==> src/rtl/pic_regif_pkg.sv <==
package pic_regif_pkg;
  localparam int LINES  = 8;
  localparam int LINE_W = $clog2(LINES);
  localparam int DATA_W = 8;

  typedef enum logic [1:0] {
    SEQ_RUN  = 2'd0,
    SEQ_BASE = 2'd1,
    SEQ_CASC = 2'd2,
    SEQ_MODE = 2'd3
  } seq_state_e;

  // Highest-priority set line of vec, searching upward from base (mod LINES).
  function automatic logic [LINE_W-1:0] prio_pick(input logic [LINES-1:0] vec,
                                                  input logic [LINE_W-1:0] base);
    logic [LINE_W-1:0] pick;
    logic [LINE_W-1:0] ln;
    logic found;
    pick  = base;
    found = 1'b0;
    for (int k = 0; k < LINES; k++) begin
      ln = base + LINE_W'(k);
      if (!found && vec[ln]) begin
        pick  = ln;
        found = 1'b1;
      end
    end
    return pick;
  endfunction

  // Line that follows ln in rotation order.
  function automatic logic [LINE_W-1:0] after_line(input logic [LINE_W-1:0] ln);
    return ln + LINE_W'(1);
  endfunction
endpackage

==> src/rtl/pic_init_seq.sv <==
module pic_init_seq
  import pic_regif_pkg::*;
#(
  parameter logic [DATA_W-1:0] TRIG_KEEP = 8'hF8
) (
  input  logic              clk,
  input  logic              rst_n,
  input  logic              wr,
  input  logic              addr,
  input  logic [DATA_W-1:0] wdata,
  input  logic              trig_we,
  input  logic [DATA_W-1:0] trig_wdata,
  output logic              init_go,
  output logic [DATA_W-1:0] mask_q,
  output logic [DATA_W-1:0] vbase_q,
  output logic              aeoi_q,
  output logic              sfnm_q,
  output logic [DATA_W-1:0] trig_q
);
  localparam logic [DATA_W-1:0] BASE_KEEP = DATA_W'(8'hF8);

  seq_state_e st;
  logic       need_mode;
  logic       data_wr;

  assign init_go = wr & ~addr & wdata[4];
  assign data_wr = wr & addr;

  always_ff @(posedge clk) begin
    if (!rst_n) begin
      st        <= SEQ_RUN;
      need_mode <= 1'b0;
      mask_q    <= '0;
      vbase_q   <= '0;
      aeoi_q    <= 1'b0;
      sfnm_q    <= 1'b0;
      trig_q    <= '0;
    end else if (init_go) begin
      st        <= SEQ_BASE;
      need_mode <= wdata[0];
      mask_q    <= '0;
      vbase_q   <= '0;
      aeoi_q    <= 1'b0;
      sfnm_q    <= 1'b0;
      trig_q    <= '0;
    end else begin
      if (trig_we) trig_q <= trig_wdata & TRIG_KEEP;
      if (data_wr) begin
        case (st)
          SEQ_RUN:  mask_q <= wdata;
          SEQ_BASE: begin
            vbase_q <= wdata & BASE_KEEP;
            st      <= SEQ_CASC;
          end
          SEQ_CASC: st <= need_mode ? SEQ_MODE : SEQ_RUN;
          SEQ_MODE: begin
            sfnm_q <= wdata[4];
            aeoi_q <= wdata[1];
            st     <= SEQ_RUN;
          end
          default:  st <= SEQ_RUN;
        endcase
      end
    end
  end

  assert_init_clears_R1: assert property (@(posedge clk) disable iff (!rst_n)
    init_go |=> (st == SEQ_BASE && mask_q == '0 && trig_q == '0 && vbase_q == '0));

  assert_base_store_R2: assert property (@(posedge clk) disable iff (!rst_n)
    (data_wr && !init_go && st == SEQ_BASE) |=>
      (vbase_q == ($past(wdata) & BASE_KEEP) && st == SEQ_CASC));

  assert_mask_hold_R3: assert property (@(posedge clk) disable iff (!rst_n)
    (!init_go && !(data_wr && st == SEQ_RUN)) |=> $stable(mask_q));

  assert_trig_keep_R10: assert property (@(posedge clk) disable iff (!rst_n)
    (trig_we && !init_go) |=> (trig_q == ($past(trig_wdata) & TRIG_KEEP)));
endmodule

==> src/rtl/pic_cmd_unit.sv <==
module pic_cmd_unit
  import pic_regif_pkg::*;
(
  input  logic              clk,
  input  logic              rst_n,
  input  logic              wr,
  input  logic              rd,
  input  logic              addr,
  input  logic [DATA_W-1:0] wdata,
  input  logic              init_go,
  input  logic [LINES-1:0]  isr_vec,
  input  logic              poll_valid,
  input  logic [LINE_W-1:0] poll_line,
  output logic [LINE_W-1:0] rot_base,
  output logic              rot_aeoi,
  output logic              read_isr,
  output logic              poll_q,
  output logic              smm_q,
  output logic [LINES-1:0]  isr_clr,
  output logic [LINES-1:0]  irr_clr
);
  logic              cmd_wr, ocw3, ocw2, poll_take, isr_any;
  logic [2:0]        code;
  logic [LINE_W-1:0] top_line, arg_line;
  logic [LINES-1:0]  isr_clr_d, irr_clr_d;
  logic [LINE_W-1:0] base_d;

  assign cmd_wr    = wr & ~addr & ~wdata[4];
  assign ocw3      = cmd_wr & wdata[3];
  assign ocw2      = cmd_wr & ~wdata[3];
  assign code      = wdata[7:5];
  assign arg_line  = wdata[LINE_W-1:0];
  assign poll_take = rd & poll_q;
  assign isr_any   = |isr_vec;
  assign top_line  = prio_pick(isr_vec, rot_base);

  always_comb begin
    isr_clr_d = '0;
    irr_clr_d = '0;
    base_d    = rot_base;
    if (init_go) begin
      isr_clr_d = '1;
      irr_clr_d = '1;
      base_d    = '0;
    end else begin
      if (poll_take && poll_valid) begin
        isr_clr_d[poll_line] = 1'b1;
        irr_clr_d[poll_line] = 1'b1;
      end
      if (ocw2) begin
        case (code)
          3'd1, 3'd5: if (isr_any) begin
            isr_clr_d[top_line] = 1'b1;
            if (code[2]) base_d = after_line(top_line);
          end
          3'd3: isr_clr_d[arg_line] = 1'b1;
          3'd6: base_d = after_line(arg_line);
          3'd7: begin
            isr_clr_d[arg_line] = 1'b1;
            base_d = after_line(arg_line);
          end
          default: ;
        endcase
      end
    end
  end

  always_ff @(posedge clk) begin
    if (!rst_n) begin
      rot_base <= '0;
      rot_aeoi <= 1'b0;
      read_isr <= 1'b0;
      poll_q   <= 1'b0;
      smm_q    <= 1'b0;
      isr_clr  <= '0;
      irr_clr  <= '0;
    end else begin
      rot_base <= base_d;
      isr_clr  <= isr_clr_d;
      irr_clr  <= irr_clr_d;
      if (init_go) begin
        rot_aeoi <= 1'b0;
        read_isr <= 1'b0;
        poll_q   <= 1'b0;
        smm_q    <= 1'b0;
      end else begin
        if (poll_take) poll_q <= 1'b0;
        if (ocw3) begin
          if (wdata[2]) poll_q   <= 1'b1;
          if (wdata[1]) read_isr <= wdata[0];
          if (wdata[6]) smm_q    <= wdata[5];
        end
        if (ocw2 && code[1:0] == 2'b00) rot_aeoi <= code[2];
      end
    end
  end

  assert_poll_drop_R9: assert property (@(posedge clk) disable iff (!rst_n)
    (poll_take && !ocw3) |=> !poll_q);

  assert_clr_single_R6: assert property (@(posedge clk) disable iff (!rst_n)
    !init_go |=> $onehot0(isr_clr));

  assert_eoi_empty_R6: assert property (@(posedge clk) disable iff (!rst_n)
    (ocw2 && code == 3'd1 && !isr_any && !poll_take && !init_go) |=>
      (isr_clr == '0 && $stable(rot_base)));

  assert_init_pulse_R1: assert property (@(posedge clk) disable iff (!rst_n)
    init_go |=> (isr_clr == '1 && irr_clr == '1 && rot_base == '0 && !poll_q));
endmodule

==> src/rtl/pic_read_port.sv <==
module pic_read_port
  import pic_regif_pkg::*;
(
  input  logic              addr,
  input  logic              poll_q,
  input  logic              poll_valid,
  input  logic [LINE_W-1:0] poll_line,
  input  logic              read_isr,
  input  logic [DATA_W-1:0] mask_q,
  input  logic [LINES-1:0]  isr_vec,
  input  logic [LINES-1:0]  irr_vec,
  output logic [DATA_W-1:0] rdata
);
  localparam logic [DATA_W-1:0] NONE_CODE = DATA_W'(LINES - 1);

  always_comb begin
    if (poll_q)        rdata = poll_valid ? DATA_W'(poll_line) : NONE_CODE;
    else if (addr)     rdata = mask_q;
    else if (read_isr) rdata = DATA_W'(isr_vec);
    else               rdata = DATA_W'(irr_vec);
  end
endmodule

==> src/rtl/pic_regif.sv <==
module pic_regif
  import pic_regif_pkg::*;
#(
  parameter logic [7:0] TRIG_KEEP = 8'hF8
) (
  input  logic       clk,
  input  logic       rst_n,
  input  logic       bus_addr,
  input  logic       bus_wr,
  input  logic       bus_rd,
  input  logic [7:0] bus_wdata,
  output logic [7:0] bus_rdata,
  input  logic       trig_we,
  input  logic [7:0] trig_wdata,
  input  logic [7:0] req_vec,
  input  logic [7:0] insvc_vec,
  input  logic       poll_valid,
  input  logic [2:0] poll_line,
  output logic [7:0] mask_out,
  output logic [7:0] vec_base,
  output logic       auto_eoi,
  output logic       nested_sfn,
  output logic [2:0] rot_base,
  output logic       rot_on_aeoi,
  output logic       read_insvc,
  output logic       poll_mode,
  output logic       spec_mask,
  output logic [7:0] trig_mode,
  output logic [7:0] insvc_clr,
  output logic [7:0] req_clr
);
  logic init_go;

  pic_init_seq #(.TRIG_KEEP(TRIG_KEEP)) u_seq (
    .clk(clk), .rst_n(rst_n), .wr(bus_wr), .addr(bus_addr), .wdata(bus_wdata),
    .trig_we(trig_we), .trig_wdata(trig_wdata), .init_go(init_go),
    .mask_q(mask_out), .vbase_q(vec_base), .aeoi_q(auto_eoi),
    .sfnm_q(nested_sfn), .trig_q(trig_mode)
  );

  pic_cmd_unit u_cmd (
    .clk(clk), .rst_n(rst_n), .wr(bus_wr), .rd(bus_rd), .addr(bus_addr),
    .wdata(bus_wdata), .init_go(init_go), .isr_vec(insvc_vec),
    .poll_valid(poll_valid), .poll_line(poll_line), .rot_base(rot_base),
    .rot_aeoi(rot_on_aeoi), .read_isr(read_insvc), .poll_q(poll_mode),
    .smm_q(spec_mask), .isr_clr(insvc_clr), .irr_clr(req_clr)
  );

  pic_read_port u_rd (
    .addr(bus_addr), .poll_q(poll_mode), .poll_valid(poll_valid),
    .poll_line(poll_line), .read_isr(read_insvc), .mask_q(mask_out),
    .isr_vec(insvc_vec), .irr_vec(req_vec), .rdata(bus_rdata)
  );

  assert_poll_none_R9: assert property (@(posedge clk) disable iff (!rst_n)
    (bus_rd && poll_mode && !poll_valid) |-> (bus_rdata == 8'h07));

  assert_mask_read_R3: assert property (@(posedge clk) disable iff (!rst_n)
    (bus_rd && !poll_mode && bus_addr) |-> (bus_rdata == mask_out));
endmodule

==> config.mk <==
export PLATFORM = sky130hd
export DESIGN_NAME = pic_regif
export DESIGN_NICKNAME = d
export VERILOG_FILES = /design/src/rtl/pic_regif_pkg.sv /design/src/rtl/pic_init_seq.sv /design/src/rtl/pic_cmd_unit.sv /design/src/rtl/pic_read_port.sv /design/src/rtl/pic_regif.sv
export SDC_FILE = /design/constraint.sdc
export NUM_CORES = 1
export LEC_CHECK = 0
export ABC_AREA = 1
export BUFFER_PORTS_ARGS = -buffer_cell sky130_fd_sc_hd__buf_2
export CAP_MARGIN = 10
export CORE_MARGIN = 3
export CORE_UTILIZATION = 54
export CTS_BUF_LIST = sky130_fd_sc_hd__clkbuf_2 sky130_fd_sc_hd__clkbuf_4 sky130_fd_sc_hd__clkbuf_8
export CTS_CLUSTER_DIAMETER = 50
export DETAILED_ROUTE_END_ITERATION = 10
export PLACE_DENSITY_LB_ADDON = 0.3
export SLEW_MARGIN = 25
export SYNTH_ARGS = -nofsm -noshare
export SYNTH_HDL_FRONTEND = slang
export SYNTH_HIERARCHICAL = 1
export SYNTH_SLANG_ARGS = --single-unit
==> constraint.sdc <==
create_clock -name clk -period 3.9 [get_ports clk]
set_clock_uncertainty 0.05 [all_clocks]
set_input_delay 0.585 -clock clk [delete_from_list [all_inputs] [get_ports clk]]
set_output_delay 0.585 -clock clk [all_outputs]
set_load 0.05 [all_outputs]
* After elaboration in Yosys (flattened, before gate mapping) *
Index checks and enable logic that the tools add are counted.
W data, S select, Z words.

operators by class
  $add $sub $neg = 9
  $lt $le $gt $ge = 14
  equality and inequality tests = 10
  mux-type cells = 57
  bitwise operators = 13
  reduce and logical (&&, ||, !) cells = 38

operators by type and width
  cell                   number
  $mux W8                9
  $lt A3 B4 Y1 const B   11
  $mux W3                10
  $bmux W1 S3            8
  $mux W1                23
  $or A8 B8 Y8           2
  $pmux W8 S2            1
  $reduce_and A2 Y1      7
  $add A3 B3 Y3 const B  4
  $logic_and A1 B1 Y1    12
  $add A3 B1 Y3 const B  3
  $demux W1 S3           3
  $eq A3 B3 Y1 const B   3
  $ge A3 B1 Y1 const B   3
  $reduce_or A2 Y1       4
  $reduce_or A8 Y1       1
  $and A1 B1 Y1          7
  $logic_not A1 Y1       7
  $add A3 B2 Y3 const B  2
  $pmux W2 S3            1
  $pmux W3 S2            1
  $eq A2 B2 Y1 const B   2
  $logic_not A2 Y1       2
  $not A1 Y1             4
  other kinds (10)       11

word-level totals
  bits in registers = 46
  output and inout port bits = 57

* Longest topological paths before layout *
  depth after elaboration = 33
  mapped depth = 23
  gate-level depth less buffers = 22

* Cells and area by module *
Netlist, hierarchy kept.

by module, submodules not included
  module         times used  cells an instance  area each (um^2)  seq. area each (um^2)
  pic_cmd_unit   1           359                2067.0            460.4
  pic_init_seq   1           131                1026.0            460.4
  pic_read_port  1           64                 291.5             0.0

* Least setup slack after synthesis *
No wires, ideal clock.

  kind = register to register
  from = register u_cmd.rot_base[0]
  to = register u_cmd.rot_base[1]
  data arrival time = 3.045 ns
  required time = 3.731 ns
  setup slack = 0.685 ns
  cell stages (with the launch flop) = 20
  clock period less this slack = 3.215 ns
  cells stage by stage = dfxtp_1 > inv_2 > buf_6 > ha_1 > inv_1 > nand3_1 > nand2_1 > nand2_2 > nand2_4 > nand3_4 > nor2_8 > nand4_1 > nor2_1 > nor2_1 > nand2_1 > nand2_2 > o21ai_0 > ha_1 > o21ai_0 > a21oi_1

between the ends
  cells in the longest elaborated chain, start to end = 28
  elaborated cells between the ends (all ways) = 55
  classes of those cells = add/sub (8); mux (33); reduce/logical (14)

RTL lines
  element                                                 RTL line             source
  start: declaration                                      pic_cmd_unit.sv:14   output logic [LINE_W-1:0] rot_base,
  start signal: assignment                                pic_cmd_unit.sv:78   rot_base <= base_d;
  branches (longest 23 deep; another with $add A3 B1 Y3)  -
  $mux W3 *                                               pic_regif_pkg.sv:23  if (!found && vec[ln]) begin
  $add A3 B1 Y3 *                                         pic_regif_pkg.sv:33  return ln + LINE_W'(1);
  $mux W3 *                                               pic_cmd_unit.sv:54   if (code[2]) base_d = after_line(top_line);
  $mux W3 *                                               pic_cmd_unit.sv:52   3'd1, 3'd5: if (isr_any) begin
  $pmux W3 S2 *                                           pic_cmd_unit.sv:51   case (code)

Every way passes the cells marked *. The select of a mux whose other input is x is not followed.
A chain may end at the register's enable or synchronous reset.

* Worst setup path after layout *
  from = register u_cmd.rot_base[1]
  to = register u_cmd.rot_base[1]

The elaborated chain is that of the path after synthesis.

==> reports/summary.txt <==
largest net degree at the start of global routing = 22
Hold Startpoint = u_seq/vbase_q[7]
critical path required time = 4.04 ns
Fin Setup TNS = 0 ns
#FFs+latches synth = 46
Worst setup EP type = register
status = finished clean
vias in the first global route = 3505
Max Fclk = 329.1 MHz
DP HPWL = 6.951 mm
crit-path cells = inv_2, ha_1, inv_1, nand3_1, nand2_1, nand2_2, nand2_4, nand3_4, nor2_1, nand2_1, nand2_1, nand2_1, nand3_2, nand3_1, o21ai_0, inv_1, ha_1, o21ai_0, a21oi_1
RSZ-0062 raised after global routing = false
most frequent cell after synthesis = nand2_1
Die Span Y = 85.17 microns
CP delay by family, top = simple AND/OR/NAND/NOR gates
largest area contributor in the synthesized netlist = dfxtp_1
number of max-cap violations = 0
average via count per standard cell = 5.359
synth top area cells = dfxtp_1 27%, nand2_1 19%, nand3_1 9.9%
Synth top cells by count = 171 x nand2_1, 67 x nand3_1, 57 x inv_1
YS warnings = 6
layout cells sized above 1 = 22.41%
Port Buf Inserts = 89
Final min period = 3.039 ns
Worst Path Buf+Inv = 3
post-synth cell types = 37
initial antenna violation count = 0
post-synth top area share = 27.21%
initial drt markers = 258
Crit Reg-Reg Startpoint = u_cmd/rot_base[1]
# setup viols final = 0
first-pass GRT wire length = 15.46 mm
Worst Setup SP = u_cmd/rot_base[1]
PwrDens = 301.2 nW/um^2
Main synth FF type = dfxtp_1
num rows = 28
antenna diode count = 0
Tcrit/Tclk final = 77.92%
final WL = 9.188 mm
critical path's slowest cell = ha_1
Worst path max stage delay = 0.39 ns
nets = 687
synthesis-to-finish area growth = 15.38%
Initial Utilization = 56.50%
via count = 3821
post-cts repair resize count = 0
final std cells w/o fill = 713
I/O pin count = 99
H-tree level count = 2
Fillers = 565
worst-margin pin slew = 0.7301 ns
post-synthesis async set-or-reset flop share = 0%
Routed Antenna Nets = 0
Worst path most repeated cell = nand2_1
GRT Total Usage = 25.57%
dpl cells = 705
clock slew at reported path FFs = 0.09 ns
WS Path Type = reg2reg
core area = 5991 sq um
CTS buffer count = 5
global route total overflow = 0
Die W = 85.17 microns
Routed wire per std cell = 12.89 microns
postcts setup bufs = 0
CTS tree = done
worst hold path type = reg2reg
sequential element share of the synthesized area = 27.21%
CP Max Fanout = 7
syn avg cell area = 6.109 sq um
Die Area = 7254 sq um
endpoints failing hold = 0
global placement routability congestion = 0.9565
Lkg Pwr = 2.047 nW
Post-Synthesis Cells = 554
CTS root buffer = clkbuf_8
mapped cell area = 3384 sq um
Rel. slew slack = 51.15%
arrival time worst endpoint = 3.18 ns
CP Depth = 19
CTS Hold Buffers Added = 0
FF-to-FF path depth = 19
Remaining DRCs = 0
Bufs on Longest Clock Path = 2
EDFF count, synth = 0
startpoint type of the worst setup path = register
Clk Latency, worst-skew pair = 0.30 ns
Pre-antenna DRT Iters = 5
Worst Hold Depth = 2
Slew Limit Fails = 0
Clock Sinks = 46
Worst VDD drop = 0.2366 mV
-- final timing paths --
kind	endpoint	slack, ns
setup reg to reg	u_cmd/rot_base[1]	0.86
setup / recovery	u_cmd/rot_base[1]	0.86
hold reg to reg	u_seq/vbase_q[7]	0.41
hold / removal	u_seq/vbase_q[7]	0.41
-- logic make-up (layout without fill, tap and decap cells) --
family	after synthesis	count (layout)	synth area share [%]
AOI/OAI and AO/OA	76	76	11.98
and+or+nand+nor	329	329	43.77
adders and majority gates	8	8	2.958
xor gates and xnor gates	4	4	1.257
buffers and inverters	90	169	12.72
DFF	46	46	27.21
other	1	6	0.1108
-- placed cells by master, fill, tap and decap left out, types with 5 or more instances in the layout --
cell type / netlist / layout
nand2_1: 171 / 171
clkbuf_8: 0 / 5
nand3_1: 67 / 67
inv_1: 57 / 57
nand2_2: 11 / 11
inv_2: 10 / 10
ha_1: 8 / 8
conb_1: 1 / 6
dfxtp_1: 46 / 46
nand4_1: 10 / 10
buf_2: 3 / 89
o21ai_0: 20 / 20
nor2_1: 51 / 51
a21oi_1: 49 / 49
-- power breakdown --
group          total [mW]  leakage, nW  switching, mW  internal (mW)
Sequential          0.492        0.374        0.00883          0.483
Combinational       0.330         1.61          0.242         0.0880
Clock               0.354       0.0579          0.166          0.189
-- layer usage --
metal	GRT usage, %	vias to the layer above	part of all wire, %
met5	0	-	0
li1	-	1916	-
met1	32.00	1723	42
met2	45.20	168	49
met3	3.495	14	7.2
met4	8.058	0	1.5
-- state kept, by name, indices dropped and copies added, names as in the netlist --
register and count:
u_cmd/irr_clr 8, u_cmd/isr_clr 8, u_seq/mask_q 8, u_seq/trig_q 5, u_seq/vbase_q 5, u_cmd/rot_base 3, u_seq/st 2, u_cmd/poll_q 1
u_cmd/read_isr 1, u_cmd/rot_aeoi 1, u_cmd/smm_q 1, u_seq/aeoi_q 1, u_seq/need_mode 1, u_seq/sfnm_q 1
-- stage by stage --
step	setup WS, ns	power (mW)	hold WS (ns)	area (sq um)	utilization [%]
6_report	0.8613	1.176	0.4135	3905	65.18
2_1_floorplan	0.6854	0.7529	0.4260	3403	-
4_1_cts	0.8610	1.180	0.4176	3905	65.18
5_1_grt	0.5100	1.235	0.4378	3905	65.18
3_5_place_dp	0.9006	0.8275	0.4032	3796	63.37
3_3_place_gp	0.9729	0.8222	0.3976	3796	63.37
-- worst min-delay path, stage by stage (launching register included) --
cell     delay [ns]
dfxtp_1        0.32
nand2_1        0.06
a21oi_1        0.05
-- layout make-up --
type                            instances  area [sq um]  share of cell area (%)
Clock buffer                            5         68.82                   1.762
Clock inverter                          3         40.04                   1.025
Inverter                               69         261.5                   6.697
Multi-Input combinational cell        423          2052                   52.55
Sequential cell                        46         920.9                   23.58
Tap cell                               75         93.84                   2.403
Timing Repair Buffer                   92         467.9                   11.98
Power figures use the tool's default switching activity.
